`src/rtl/svga_ext_pkg.sv`:
```
package svga_ext_pkg;
  localparam int unsigned DATA_W   = 8;
  localparam int unsigned START_W  = 19;
  localparam int unsigned ROWOFF_W = 9;
  localparam int unsigned BANK_W   = 5;

  typedef enum logic [2:0] {
    PORT_SEQ_IDX  = 3'd0,
    PORT_SEQ_DAT  = 3'd1,
    PORT_CRTC_IDX = 3'd2,
    PORT_CRTC_DAT = 3'd3,
    PORT_GC_IDX   = 3'd4,
    PORT_GC_DAT   = 3'd5,
    PORT_ALT_DAT  = 3'd6,
    PORT_ALT_IDX  = 3'd7
  } ioPort_e;

  // sequencer extension indices
  localparam logic [7:0] IDX_SEQ_REV  = 8'h09;
  localparam logic [7:0] IDX_SEQ_ID   = 8'h0B;
  localparam logic [7:0] IDX_SEQ_PWR  = 8'h0C;
  localparam logic [7:0] IDX_SEQ_BANK = 8'h0E;
  // CRTC indices
  localparam logic [7:0] IDX_CR_START_MID = 8'h0C;
  localparam logic [7:0] IDX_CR_START_LO  = 8'h0D;
  localparam logic [7:0] IDX_CR_ROWOFF    = 8'h13;
  localparam logic [7:0] IDX_CR_MODTEST   = 8'h1E;
  localparam logic [7:0] IDX_CR_SWPROG    = 8'h1F;
  localparam logic [7:0] IDX_CR_LINEAR    = 8'h21;
  localparam logic [7:0] IDX_CR_START_HI  = 8'h27;
  localparam logic [7:0] IDX_CR_ROWOFF_HI = 8'h29;
  localparam logic [7:0] IDX_CR_PIXDEPTH  = 8'h38;
  localparam logic [7:0] IDX_CR_MMIO      = 8'h39;
  localparam logic [7:0] IDX_CR_SCRATCH   = 8'h50;
  // graphics extension indices
  localparam logic [7:0] IDX_GC_PAGE    = 8'h0E;
  localparam logic [7:0] IDX_GC_BANKCFG = 8'h0F;
  localparam logic [7:0] IDX_GC_MISC    = 8'h2F;

  typedef struct packed {
    logic              seqWr;
    logic              crtcWr;
    logic              gcWr;
    logic              idRead;
    logic [DATA_W-1:0] seqIdx;
    logic [DATA_W-1:0] crtcIdx;
    logic [DATA_W-1:0] gcIdx;
    logic [DATA_W-1:0] wrByte;
  } regStrobes_t;
endpackage

```
`src/rtl/svga_ext_ctrl.sv`:
```
module svga_ext_ctrl
  import svga_ext_pkg::*;
(
  input  logic              clk,
  input  logic              rst_n,
  input  logic [2:0]        ioAddr,
  input  logic              rdEn,
  input  logic              wrEn,
  input  logic [DATA_W-1:0] wrData,
  input  logic [DATA_W-1:0] seqData,
  input  logic [DATA_W-1:0] crtcData,
  input  logic [DATA_W-1:0] gcData,
  output regStrobes_t       strb,
  output logic [DATA_W-1:0] rdData
);
  ioPort_e port;
  logic [DATA_W-1:0] seqIdx, crtcIdx, gcIdx;
  logic seqDatPort;

  assign port       = ioPort_e'(ioAddr);
  assign seqDatPort = (port == PORT_SEQ_DAT) || (port == PORT_ALT_DAT);

  always_ff @(posedge clk or negedge rst_n) begin
    if (!rst_n) begin
      seqIdx  <= '0;
      crtcIdx <= '0;
      gcIdx   <= '0;
    end else if (wrEn) begin
      case (port)
        PORT_SEQ_IDX, PORT_ALT_IDX: seqIdx  <= wrData;
        PORT_CRTC_IDX:              crtcIdx <= wrData;
        PORT_GC_IDX:                gcIdx   <= wrData;
        default: ;
      endcase
    end
  end

  always_comb begin
    strb.seqWr   = wrEn && seqDatPort;
    strb.crtcWr  = wrEn && (port == PORT_CRTC_DAT);
    strb.gcWr    = wrEn && (port == PORT_GC_DAT);
    strb.idRead  = rdEn && seqDatPort && (seqIdx == IDX_SEQ_ID);
    strb.seqIdx  = seqIdx;
    strb.crtcIdx = crtcIdx;
    strb.gcIdx   = gcIdx;
    strb.wrByte  = wrData;
  end

  always_comb begin
    rdData = '0;
    if (rdEn) begin
      case (port)
        PORT_SEQ_IDX, PORT_ALT_IDX: rdData = seqIdx;
        PORT_SEQ_DAT, PORT_ALT_DAT: rdData = seqData;
        PORT_CRTC_IDX:              rdData = crtcIdx;
        PORT_CRTC_DAT:              rdData = crtcData;
        PORT_GC_IDX:                rdData = gcIdx;
        PORT_GC_DAT:                rdData = gcData;
        default:                    rdData = '0;
      endcase
    end
  end

  // alternate index port lands in the sequencer index
  assert_alias_index_R11: assert property (@(posedge clk) disable iff (!rst_n)
    (wrEn && port == PORT_ALT_IDX) |=> (strb.seqIdx == $past(wrData)));

  // index written on one edge is used from the next
  assert_crtc_index_R1: assert property (@(posedge clk) disable iff (!rst_n)
    (wrEn && port == PORT_CRTC_IDX) |=> (strb.crtcIdx == $past(wrData)));
endmodule

```
`src/rtl/svga_ext_dp.sv`:
```
module svga_ext_dp
  import svga_ext_pkg::*;
#(
  parameter int unsigned SEQ_STD_CNT  = 8,
  parameter int unsigned CRTC_STD_CNT = 80,
  parameter int unsigned GC_STD_CNT   = 9,
  parameter logic [7:0]  CHIP_ID      = 8'hD3,
  parameter logic [7:0]  REV_ID       = 8'h05
) (
  input  logic                clk,
  input  logic                rst_n,
  input  regStrobes_t         strb,
  output logic [DATA_W-1:0]   seqData,
  output logic [DATA_W-1:0]   crtcData,
  output logic [DATA_W-1:0]   gcData,
  output logic [START_W-1:0]  startAddr,
  output logic [ROWOFF_W-1:0] rowOffset,
  output logic [BANK_W-1:0]   bankW,
  output logic [BANK_W-1:0]   bankR,
  output logic                newMode,
  output logic                linearEn,
  output logic                mmioEn
);
  localparam int unsigned SEQ_IW  = $clog2(SEQ_STD_CNT);
  localparam int unsigned CRTC_IW = $clog2(CRTC_STD_CNT);
  localparam int unsigned GC_IW   = $clog2(GC_STD_CNT);
  localparam logic [7:0] SEQ_LIM  = 8'(SEQ_STD_CNT);
  localparam logic [7:0] CRTC_LIM = 8'(CRTC_STD_CNT);
  localparam logic [7:0] GC_LIM   = 8'(GC_STD_CNT);
  localparam logic [CRTC_IW-1:0] POS_START_MID = CRTC_IW'(IDX_CR_START_MID);
  localparam logic [CRTC_IW-1:0] POS_START_LO  = CRTC_IW'(IDX_CR_START_LO);
  localparam logic [CRTC_IW-1:0] POS_ROWOFF    = CRTC_IW'(IDX_CR_ROWOFF);
  localparam logic [BANK_W-1:0]  BANK_FLIP     = BANK_W'(2);
  localparam logic [BANK_W-1:0]  OLD_MASK      = BANK_W'(14);

  logic [SEQ_STD_CNT-1:0][DATA_W-1:0]  seqStd;
  logic [CRTC_STD_CNT-1:0][DATA_W-1:0] crtcStd;
  logic [GC_STD_CNT-1:0][DATA_W-1:0]   gcStd;

  logic [DATA_W-1:0] pwrReg, bankOld, bankNew;
  logic [DATA_W-1:0] modTest, swProg, linearReg, rowOffHi, pixDepth, mmioReg, scratch;
  logic [DATA_W-1:0] gcPage, gcBankCfg, gcMisc;
  logic [1:0]        startHi;
  logic [BANK_W-1:0] bankDecoded;

  logic seqBankWr, crtcExtHit;
  assign seqBankWr = strb.seqWr && (strb.seqIdx == IDX_SEQ_BANK);

  // standard register arrays
  always_ff @(posedge clk or negedge rst_n) begin
    if (!rst_n) begin
      seqStd  <= '0;
      crtcStd <= '0;
      gcStd   <= '0;
    end else begin
      if (strb.seqWr && strb.seqIdx < SEQ_LIM)
        seqStd[strb.seqIdx[SEQ_IW-1:0]] <= strb.wrByte;
      if (strb.crtcWr && strb.crtcIdx < CRTC_LIM)
        crtcStd[strb.crtcIdx[CRTC_IW-1:0]] <= strb.wrByte;
      if (strb.gcWr && strb.gcIdx < GC_LIM)
        gcStd[strb.gcIdx[GC_IW-1:0]] <= strb.wrByte;
    end
  end

  // sequencer extensions, mode flag and bank decode
  always_comb begin
    if (newMode) bankDecoded = strb.wrByte[BANK_W-1:0] ^ BANK_FLIP;
    else         bankDecoded = strb.wrByte[BANK_W-1:0] & OLD_MASK;
  end

  always_ff @(posedge clk or negedge rst_n) begin
    if (!rst_n) begin
      newMode <= 1'b0;
      pwrReg  <= '0;
      bankOld <= '0;
      bankNew <= '0;
      bankW   <= '0;
      bankR   <= '0;
    end else begin
      if (strb.idRead) newMode <= 1'b1;
      if (strb.seqWr && strb.seqIdx == IDX_SEQ_PWR) pwrReg <= strb.wrByte;
      if (seqBankWr) begin
        if (newMode) bankNew <= strb.wrByte;
        else         bankOld <= strb.wrByte;
        bankW <= bankDecoded;
        if (!gcBankCfg[0]) bankR <= bankDecoded;
      end
    end
  end

  // CRTC extensions
  always_ff @(posedge clk or negedge rst_n) begin
    if (!rst_n) begin
      modTest   <= '0;
      swProg    <= '0;
      linearReg <= '0;
      rowOffHi  <= '0;
      pixDepth  <= '0;
      mmioReg   <= '0;
      scratch   <= '0;
      startHi   <= '0;
    end else if (strb.crtcWr) begin
      case (strb.crtcIdx)
        IDX_CR_MODTEST:   modTest   <= strb.wrByte;
        IDX_CR_SWPROG:    swProg    <= strb.wrByte;
        IDX_CR_LINEAR:    linearReg <= strb.wrByte;
        IDX_CR_START_HI:  startHi   <= strb.wrByte[1:0];
        IDX_CR_ROWOFF_HI: rowOffHi  <= strb.wrByte;
        IDX_CR_PIXDEPTH:  pixDepth  <= strb.wrByte;
        IDX_CR_MMIO:      mmioReg   <= strb.wrByte;
        IDX_CR_SCRATCH:   scratch   <= strb.wrByte;
        default: ;
      endcase
    end
  end

  // graphics extensions
  always_ff @(posedge clk or negedge rst_n) begin
    if (!rst_n) begin
      gcPage    <= '0;
      gcBankCfg <= '0;
      gcMisc    <= '0;
    end else if (strb.gcWr) begin
      case (strb.gcIdx)
        IDX_GC_PAGE:    gcPage    <= strb.wrByte;
        IDX_GC_BANKCFG: gcBankCfg <= strb.wrByte;
        IDX_GC_MISC:    gcMisc    <= strb.wrByte;
        default: ;
      endcase
    end
  end

  // decoded fields: each source owns its own bits
  assign startAddr = {startHi, modTest[5], crtcStd[POS_START_MID], crtcStd[POS_START_LO]};
  assign rowOffset = {rowOffHi[4], crtcStd[POS_ROWOFF]};
  assign linearEn  = linearReg[5];
  assign mmioEn    = mmioReg[0];

  // read multiplexers
  always_comb begin
    case (strb.seqIdx)
      IDX_SEQ_REV:  seqData = REV_ID;
      IDX_SEQ_ID:   seqData = CHIP_ID;
      IDX_SEQ_PWR:  seqData = pwrReg & 8'hEF;
      IDX_SEQ_BANK: seqData = newMode ? bankNew : bankOld;
      default:      seqData = (strb.seqIdx < SEQ_LIM) ? seqStd[strb.seqIdx[SEQ_IW-1:0]] : '0;
    endcase
  end

  always_comb begin
    crtcExtHit = 1'b1;
    case (strb.crtcIdx)
      IDX_CR_MODTEST:   crtcData = modTest;
      IDX_CR_SWPROG:    crtcData = swProg;
      IDX_CR_LINEAR:    crtcData = linearReg;
      IDX_CR_START_HI:  crtcData = {6'b0, startHi};
      IDX_CR_ROWOFF_HI: crtcData = rowOffHi;
      IDX_CR_PIXDEPTH:  crtcData = pixDepth;
      IDX_CR_MMIO:      crtcData = mmioReg;
      IDX_CR_SCRATCH:   crtcData = scratch;
      default: begin
        crtcExtHit = 1'b0;
        crtcData   = (strb.crtcIdx < CRTC_LIM) ? crtcStd[strb.crtcIdx[CRTC_IW-1:0]] : '0;
      end
    endcase
  end

  always_comb begin
    case (strb.gcIdx)
      IDX_GC_PAGE:    gcData = gcPage;
      IDX_GC_BANKCFG: gcData = gcBankCfg;
      IDX_GC_MISC:    gcData = gcMisc;
      default:        gcData = (strb.gcIdx < GC_LIM) ? gcStd[strb.gcIdx[GC_IW-1:0]] : 8'hFF;
    endcase
  end

  // identification read enters new mode, which never leaves
  assert_id_sets_mode_R3: assert property (@(posedge clk) disable iff (!rst_n)
    strb.idRead |=> newMode);
  assert_mode_sticky_R3: assert property (@(posedge clk) disable iff (!rst_n)
    !$fell(newMode));

  // read bank frozen while the graphics lock bit is set
  assert_bank_read_frozen_R5: assert property (@(posedge clk) disable iff (!rst_n)
    gcBankCfg[0] |=> $stable(bankR));

  // high start bits from index 0x27, low bits untouched
  assert_start_high_R8: assert property (@(posedge clk) disable iff (!rst_n)
    (strb.crtcWr && strb.crtcIdx == IDX_CR_START_HI) |=>
      (startAddr[18:17] == $past(strb.wrByte[1:0])) && $stable(startAddr[16:0]));

  // mod-test write only moves bit 16 of the start address
  assert_start_mid_R7: assert property (@(posedge clk) disable iff (!rst_n)
    (strb.crtcWr && strb.crtcIdx == IDX_CR_MODTEST) |=>
      $stable(startAddr[15:0]) && $stable(startAddr[18:17]));

  // row offset high bit without disturbing the low byte
  assert_rowoff_high_R9: assert property (@(posedge clk) disable iff (!rst_n)
    (strb.crtcWr && strb.crtcIdx == IDX_CR_ROWOFF_HI) |=>
      (rowOffset[8] == $past(strb.wrByte[4])) && $stable(rowOffset[7:0]));

  // mmio enable only moves on a write to its own index
  assert_mmio_hold_R10: assert property (@(posedge clk) disable iff (!rst_n)
    !(strb.crtcWr && strb.crtcIdx == IDX_CR_MMIO) |=> $stable(mmioEn));

  // extension hits never come from the standard array path
  assert_ext_decode_R13: assert property (@(posedge clk) disable iff (!rst_n)
    (crtcExtHit && strb.crtcIdx == IDX_CR_START_HI) |-> (crtcData[7:2] == 6'b0));
endmodule

```
`src/rtl/svga_ext_regs.sv`:
```
module svga_ext_regs
  import svga_ext_pkg::*;
#(
  parameter int unsigned SEQ_STD_CNT  = 8,
  parameter int unsigned CRTC_STD_CNT = 80,
  parameter int unsigned GC_STD_CNT   = 9,
  parameter logic [7:0]  CHIP_ID      = 8'hD3,
  parameter logic [7:0]  REV_ID       = 8'h05
) (
  input  logic                clk,
  input  logic                rst_n,
  input  logic [2:0]          ioAddr,
  input  logic                rdEn,
  input  logic                wrEn,
  input  logic [DATA_W-1:0]   wrData,
  output logic [DATA_W-1:0]   rdData,
  output logic [START_W-1:0]  startAddr,
  output logic [ROWOFF_W-1:0] rowOffset,
  output logic [BANK_W-1:0]   bankW,
  output logic [BANK_W-1:0]   bankR,
  output logic                newMode,
  output logic                linearEn,
  output logic                mmioEn
);
  regStrobes_t strb;
  logic [DATA_W-1:0] seqData, crtcData, gcData;

  svga_ext_ctrl u_ctrl (
    .clk      (clk),
    .rst_n    (rst_n),
    .ioAddr   (ioAddr),
    .rdEn     (rdEn),
    .wrEn     (wrEn),
    .wrData   (wrData),
    .seqData  (seqData),
    .crtcData (crtcData),
    .gcData   (gcData),
    .strb     (strb),
    .rdData   (rdData)
  );

  svga_ext_dp #(
    .SEQ_STD_CNT  (SEQ_STD_CNT),
    .CRTC_STD_CNT (CRTC_STD_CNT),
    .GC_STD_CNT   (GC_STD_CNT),
    .CHIP_ID      (CHIP_ID),
    .REV_ID       (REV_ID)
  ) u_dp (
    .clk       (clk),
    .rst_n     (rst_n),
    .strb      (strb),
    .seqData   (seqData),
    .crtcData  (crtcData),
    .gcData    (gcData),
    .startAddr (startAddr),
    .rowOffset (rowOffset),
    .bankW     (bankW),
    .bankR     (bankR),
    .newMode   (newMode),
    .linearEn  (linearEn),
    .mmioEn    (mmioEn)
  );
endmodule

```
`config.mk`:
```
export PLATFORM = sky130hd
export DESIGN_NAME = svga_ext_regs
export DESIGN_NICKNAME = d
export VERILOG_FILES = /design/src/rtl/svga_ext_pkg.sv /design/src/rtl/svga_ext_ctrl.sv /design/src/rtl/svga_ext_dp.sv /design/src/rtl/svga_ext_regs.sv
export SDC_FILE = /design/constraint.sdc
export NUM_CORES = 2
export LEC_CHECK = 0
export BUFFER_PORTS_ARGS = -buffer_cell sky130_fd_sc_hd__buf_2
export CAP_MARGIN = 40
export CORE_MARGIN = 2
export CORE_UTILIZATION = 35
export DETAILED_ROUTE_END_ITERATION = 6
export GPL_TIMING_DRIVEN = 0
export PLACE_DENSITY = 0.55
export SLEW_MARGIN = 20
export SYNTH_ARGS = -nofsm -noshare
export SYNTH_HDL_FRONTEND = slang
export SYNTH_SLANG_ARGS = --single-unit
```
`constraint.sdc`:
```
create_clock -name clk -period 4.1 [get_ports clk]
set_input_delay 0.205 -clock clk [delete_from_list [all_inputs] [get_ports clk]]
set_output_delay 0.205 -clock clk [all_outputs]
set_load 0.01 [all_outputs]
```
---- After elaboration in Yosys (flattened, before gate mapping) ----
Cells that the tools add are included.
cells by class
  add/subtract/negate cells ............... 0
  multiply operators ...................... 0
  div/mod/pow operators ................... 0
  magnitude comparators ................... 9
  eq/ne operators ......................... 22
  shifts and indexed selects .............. 0
  muxes and demuxes ....................... 25
  bitwise gates (word level) .............. 3
  reduce and logical (&&, ||, !) cells .... 34
operators with widths
  cell                  count
  $bwmux W640           1
  $mux W8               11
  $bwmux W72            1
  $bwmux W64            1
  $pmux W8 S8           1
  $bmux W8 S7           1
  $demux W8 S7          1
  $eq A8 B4 Y1 const B  6
  $eq A8 B6 Y1 const B  6
  $pmux W8 S6           1
  $reduce_and A2 Y1     17
  $bmux W8 S4           1
  $demux W8 S4          1
  $pmux W8 S4           1
  $bmux W8 S3           1
  $demux W8 S3          1
  $pmux W8 S3           1
  $eq A8 B5 Y1 const B  2
  $lt A8 B4 Y1 const B  2
  $logic_and A1 B1 Y1   13
  $eq A3 B3 Y1 const B  4
  $eq A8 B7 Y1 const B  1
  $lt A7 B8 Y1 const B  1
  $lt A8 B7 Y1 const B  1
  12 further kinds      16
word-level totals
  flip-flop bits (word level) ............. 917
  bits in latches ......................... 0
  memory bits (writable) .................. 0
  bits in read-only memories .............. 0
  output and inout port bits .............. 49
  memories ................................ 0

---- Longest topological paths before layout ----
  depth after elaboration ................. 6
  gate-level depth with buffers ........... 11
  depth with buffers taken out ............ 7

---- Modules after synthesis ----
Synthesis repeated with hierarchy kept, for this count alone.
unflattened totals
  cells, all modules ...................... 3237
  area, all modules ....................... 42962.5 µm²
by module, submodules not included
  module         times used  cells each  area each (µm²)  sequential area each (µm²)
  svga_ext_dp    1           3082        41393.4          22321.4
  svga_ext_ctrl  1           155         1569.0           600.6

---- Worst setup path before layout ----
OpenSTA, ideal clock, no wires.
  path kind ............................... register to output
  from .................................... register u_ctrl.crtcIdx[5]
  to ...................................... output port rdData[0]
  data arrival time ....................... 2.270 ns
  data required time ...................... 3.895 ns
  slack ................................... 1.625 ns
  stages on the path, launching flop included .. 9
  cell sequence ........................... dfrtp_1 > clkbuf_1 > nand4bb_1 > nor4b_2 > nor2_1 > a21boi_2 > o21ai_0 > o311a_1 > a31oi_1
on the way
  word-level cells in the longest chain between the ends .. 6
  elaborated cells between the ends (all ways) .. 15
  classes of those cells .................. order compare: 1; eq/ne: 8; mux: 6
ends and longest elaborated chain
  what                           line                 RTL
  start: declaration             svga_ext_ctrl.sv:17  logic [DATA_W-1:0] seqIdx, crtcIdx, gcIdx;
  start signal: assignment       svga_ext_ctrl.sv:31  PORT_CRTC_IDX: crtcIdx <= wrData;
  $bmux W8 S7                    svga_ext_dp.sv:163   crtcData = (strb.crtcIdx < CRTC_LIM) ? crtcStd[strb.crtcIdx[CRTC_IW-1:0]] : '0;
  $mux W8 (not written as such)  svga_ext_dp.sv:163
  $mux W8                        svga_ext_dp.sv:163
  $pmux W8 S8 *                  svga_ext_dp.sv:152   case (strb.crtcIdx)
  $pmux W8 S6 *                  svga_ext_ctrl.sv:52  case (port)
  $mux W8 *                      svga_ext_ctrl.sv:51  if (rdEn) begin
  end: declaration               svga_ext_regs.sv:16  output logic [DATA_W-1:0] rdData,
Mark *: on every way between the ends. The rest lies on a longest branch, timed or not. The select of a mux whose other input is x is not followed.

---- Final worst setup path ----
  from .................................... register u_ctrl.crtcIdx[0]
  to ...................................... output port rdData[1]
Same word-level chain as after synthesis.

==> impl_metrics.json <==
{
  "status": "finished, violations left",
  "violations": "DRC, setup timing",
  "max_freq_ghz": 0.244,
  "synth_flop_cell": "dfrtp_1",
  "numPortBuffers": 54,
  "drc": 1,
  "hold_slack_ps": 58.1,
  "start_util_pct": 35.3,
  "synth_top_area_share_pct": 53.3,
  "slew_viol_final": 0,
  "dp_hpwl_microns": 99400,
  "cts.clk_slew.worst_paths_ps": 60,
  "worstMarginPinSlew_ps": 927,
  "routabilityCongestion": 0.949,
  "dr.pass1.iters": 7,
  "grt_max_degree": 122,
  "grt_pass1_wl_microns": 205000,
  "max_cap_viol_count": 0,
  "root_buffer": "clkbuf_16",
  "cts.sinks": 916,
  "yosysMostFrequentCell": "dfrtp_1",
  "yosys_warnings": 0,
  "overflow": 0,
  "synthTopCellsByArea": "dfrtp_1, mux2_2, mux4_2",
  "io_pins": 64,
  "cts_tree": "yes",
  "setup_violations": 1,
  "syn_inst": 3041,
  "hold_path_class": "in -> async",
  "setup.worst_path.end_class": "output port",
  "avgSynthCellArea_sq_um": 14.1,
  "ys_types": 74,
  "worstPathArrival_ps": 3900,
  "htreeDepth": 3,
  "slowest_delay_ps": 570,
  "yosys_register_bits": 916,
  "syn_area_sq_um": 43000,
  "yosysTopAreaCell": "dfrtp_1",
  "synth-async-reset-ratio_pct": 100,
  "crit_chain": "buf_2 -> buf_6 -> buf_6 -> mux4_2 -> mux2i_2 -> o22ai_1 -> o21ai_0 -> a31o_2 -> a21oi_1 -> buf_2",
  "ys_seq_area_share_pct": 53.3,
  "slew_headroom_pct": 38.2,
  "fin_cells": 4961,
  "synthToLayoutAreaGrowth_pct": 16.3,
  "drt_iter0_drc": 2684,
  "critPathLaunchType": "flop",
  "die_w_microns": 354,
  "p_per_area_nw_per_um2": 452,
  "crit_fanout": 10,
  "die-area_sq_um": 126000,
  "antenna_found_initial": 4,
  "placeableCoreArea_sq_um": 122000,
  "clock_path_buffers": 3,
  "insertion_delay_ps": 700,
  "critPathKind": "reg -> out",
  "synth_common_cells": "dfrtp_1, mux2_2, clkbuf_1",
  "layout-drive-gt1-share_pct": 47.0,
  "critical_path_required_ps": 3890,
  "wirelength_microns": 141000,
  "wl_per_cell_microns": 28.4,
  "synth-edff-count": 0,
  "crit_slowest_cell": "mux4_2",
  "hold_viol": 0,
  "syn_nets": 3056,
  "placed_cells": 4766,
  "p_leak_nw": 23.4,
  "grtUsageTotal_pct": 22.3,
  "vias": 27600,
  "drtAntennaViolNets": 0,
  "worst_slack_ps": -1.98,
  "fin_nets": 3268,
  "rows": 128,
  "grt_pass1_vias": 28000,
  "clock_skew_ps": 34.7,
  "vdd_drop_max_uv": 333,
  "vias_per_cell": 5.57,
  "die_height_microns": 354,
  "final.min_clock_period_ps": 4100,
  "cts_buffers": 100,
  "fin_crit_sh_pct": 100
}
[final timing paths]
| path | from | end | slack [ps] | depth (start not counted) |
|---|---|---|---|---|
| max | u_ctrl.crtcIdx[0] | rdData[1] | -2 | 10 |
| min | rst_n | u_dp.gcStd[2] | 60 | 2 |
| max reg2reg | u_ctrl.crtcIdx[1] | u_dp.crtcStd[389] | 780 | 8 |
| min reg2reg | u_dp.pixDepth[6] | u_dp.pixDepth[6] | 470 | 2 |
| max in group asynchronous | rst_n | u_dp.crtcStd[269] | 2270 | 5 |
| min in group clk | wrData[0] | u_dp.crtcStd[112] | 60 | 2 |
[layout make-up]
type                    count  area (sq um)
fillers                 11300         71900
clock buffers             144          2960
clock inverters            40           478
multi-input cells        1871         19200
flip-flops and latches    916         22900
well taps                1625          2030
diodes                      1          2.50
inverters                  15          56.3
repair buffers            113          1070
plain buffers             236          1300
[timing repair]
| item | CTS | global route |
|---|---|---|
| hold buffers | 8 | 0 |
| pin swaps | 1 | 2 |
| setup buffers | 1 | 2 |
| gates resized for setup | 97 | 43 |
| setup endpoints to repair | 8 | 8 |
| hold endpoints to repair | 319 | 0 |
[state kept, by name, summed over array words and instances (netlist names), 16 cells and up]
name            count
u_dp.crtcStd      616
u_dp.gcStd         72
u_dp.seqStd        64
u_dp.startAddr     16
[critical path: cells and delay by family, from the launching register on]
family                 cells  cell delay (ps)
flip-flops                 1              320
buffers and inverters      4             1020
multiplexers               2              980
AO/OA/AOI/OAI              4              850
[layer usage]
metal | wire, microns | vias up | global-route usage [%]
li1 | - | 11700 | -
met2 | 64400 | 845 | 34.8
met3 | 7360 | 237 | 3.62
met5 | 13 | - | 0
met1 | 64300 | 14900 | 31.9
met4 | 4910 | 2 | 7.19
[through the flow]
| step | worst slack (ps) | instance area [sq um] | utilization [%] | TNS [ps] | power, W |
|---|---|---|---|---|---|
| floorplan | 1620 | 43000 | - | 0 | 0.0115 |
| global placement | -18050 | 45300 | 37.2 | - | 0.0130 |
| CTS | 0.543 | 49800 | 40.9 | 0 | 0.0226 |
| finish | -1.98 | 50000 | 41.0 | -1.98 | 0.0226 |
| detailed placement | -266 | 46000 | 37.8 | -347 | 0.0131 |
| global route | -3.76 | 50000 | 41.0 | -7.22 | 0.0233 |
[cells in the final DEF, fill, tap and decap left out, types with 44 or more instances in the layout]
cell type  Yosys  final
dfrtp_1      916    916
mux2_2       888    888
mux4_2       150    150
nand2_1      137    137
clkbuf_1     155    136
mux2i_1      116    109
clkbuf_16      0    102
buf_2         35     78
nor2_1        61     58
a21oi_1       58     57
o21ai_0       61     53
a22oi_1       48     48
buf_4         36     45
nor2_2        42     44
[power breakdown]
group | switching (W) | internal [W] | total (W)
registers | 0.000197 | 0.00933 | 0.00953
clock network | 0.00389 | 0.00558 | 0.00947
logic | 0.00239 | 0.00119 | 0.00358
total | 0.00647 | 0.0161 | 0.0226
[cell families after synthesis]
logic type | count (synthesis) | share of synthesized area, %
muxes | 1157 | 33.9
and+or+nand+nor | 422 | 5.61
DFF | 916 | 53.3
AOI/OAI and AO/OA | 291 | 4.52
buffers and inverters | 254 | 2.64
xor gates and xnor gates | 1 | 0.0204
Power figures use the tool's default switching activity.
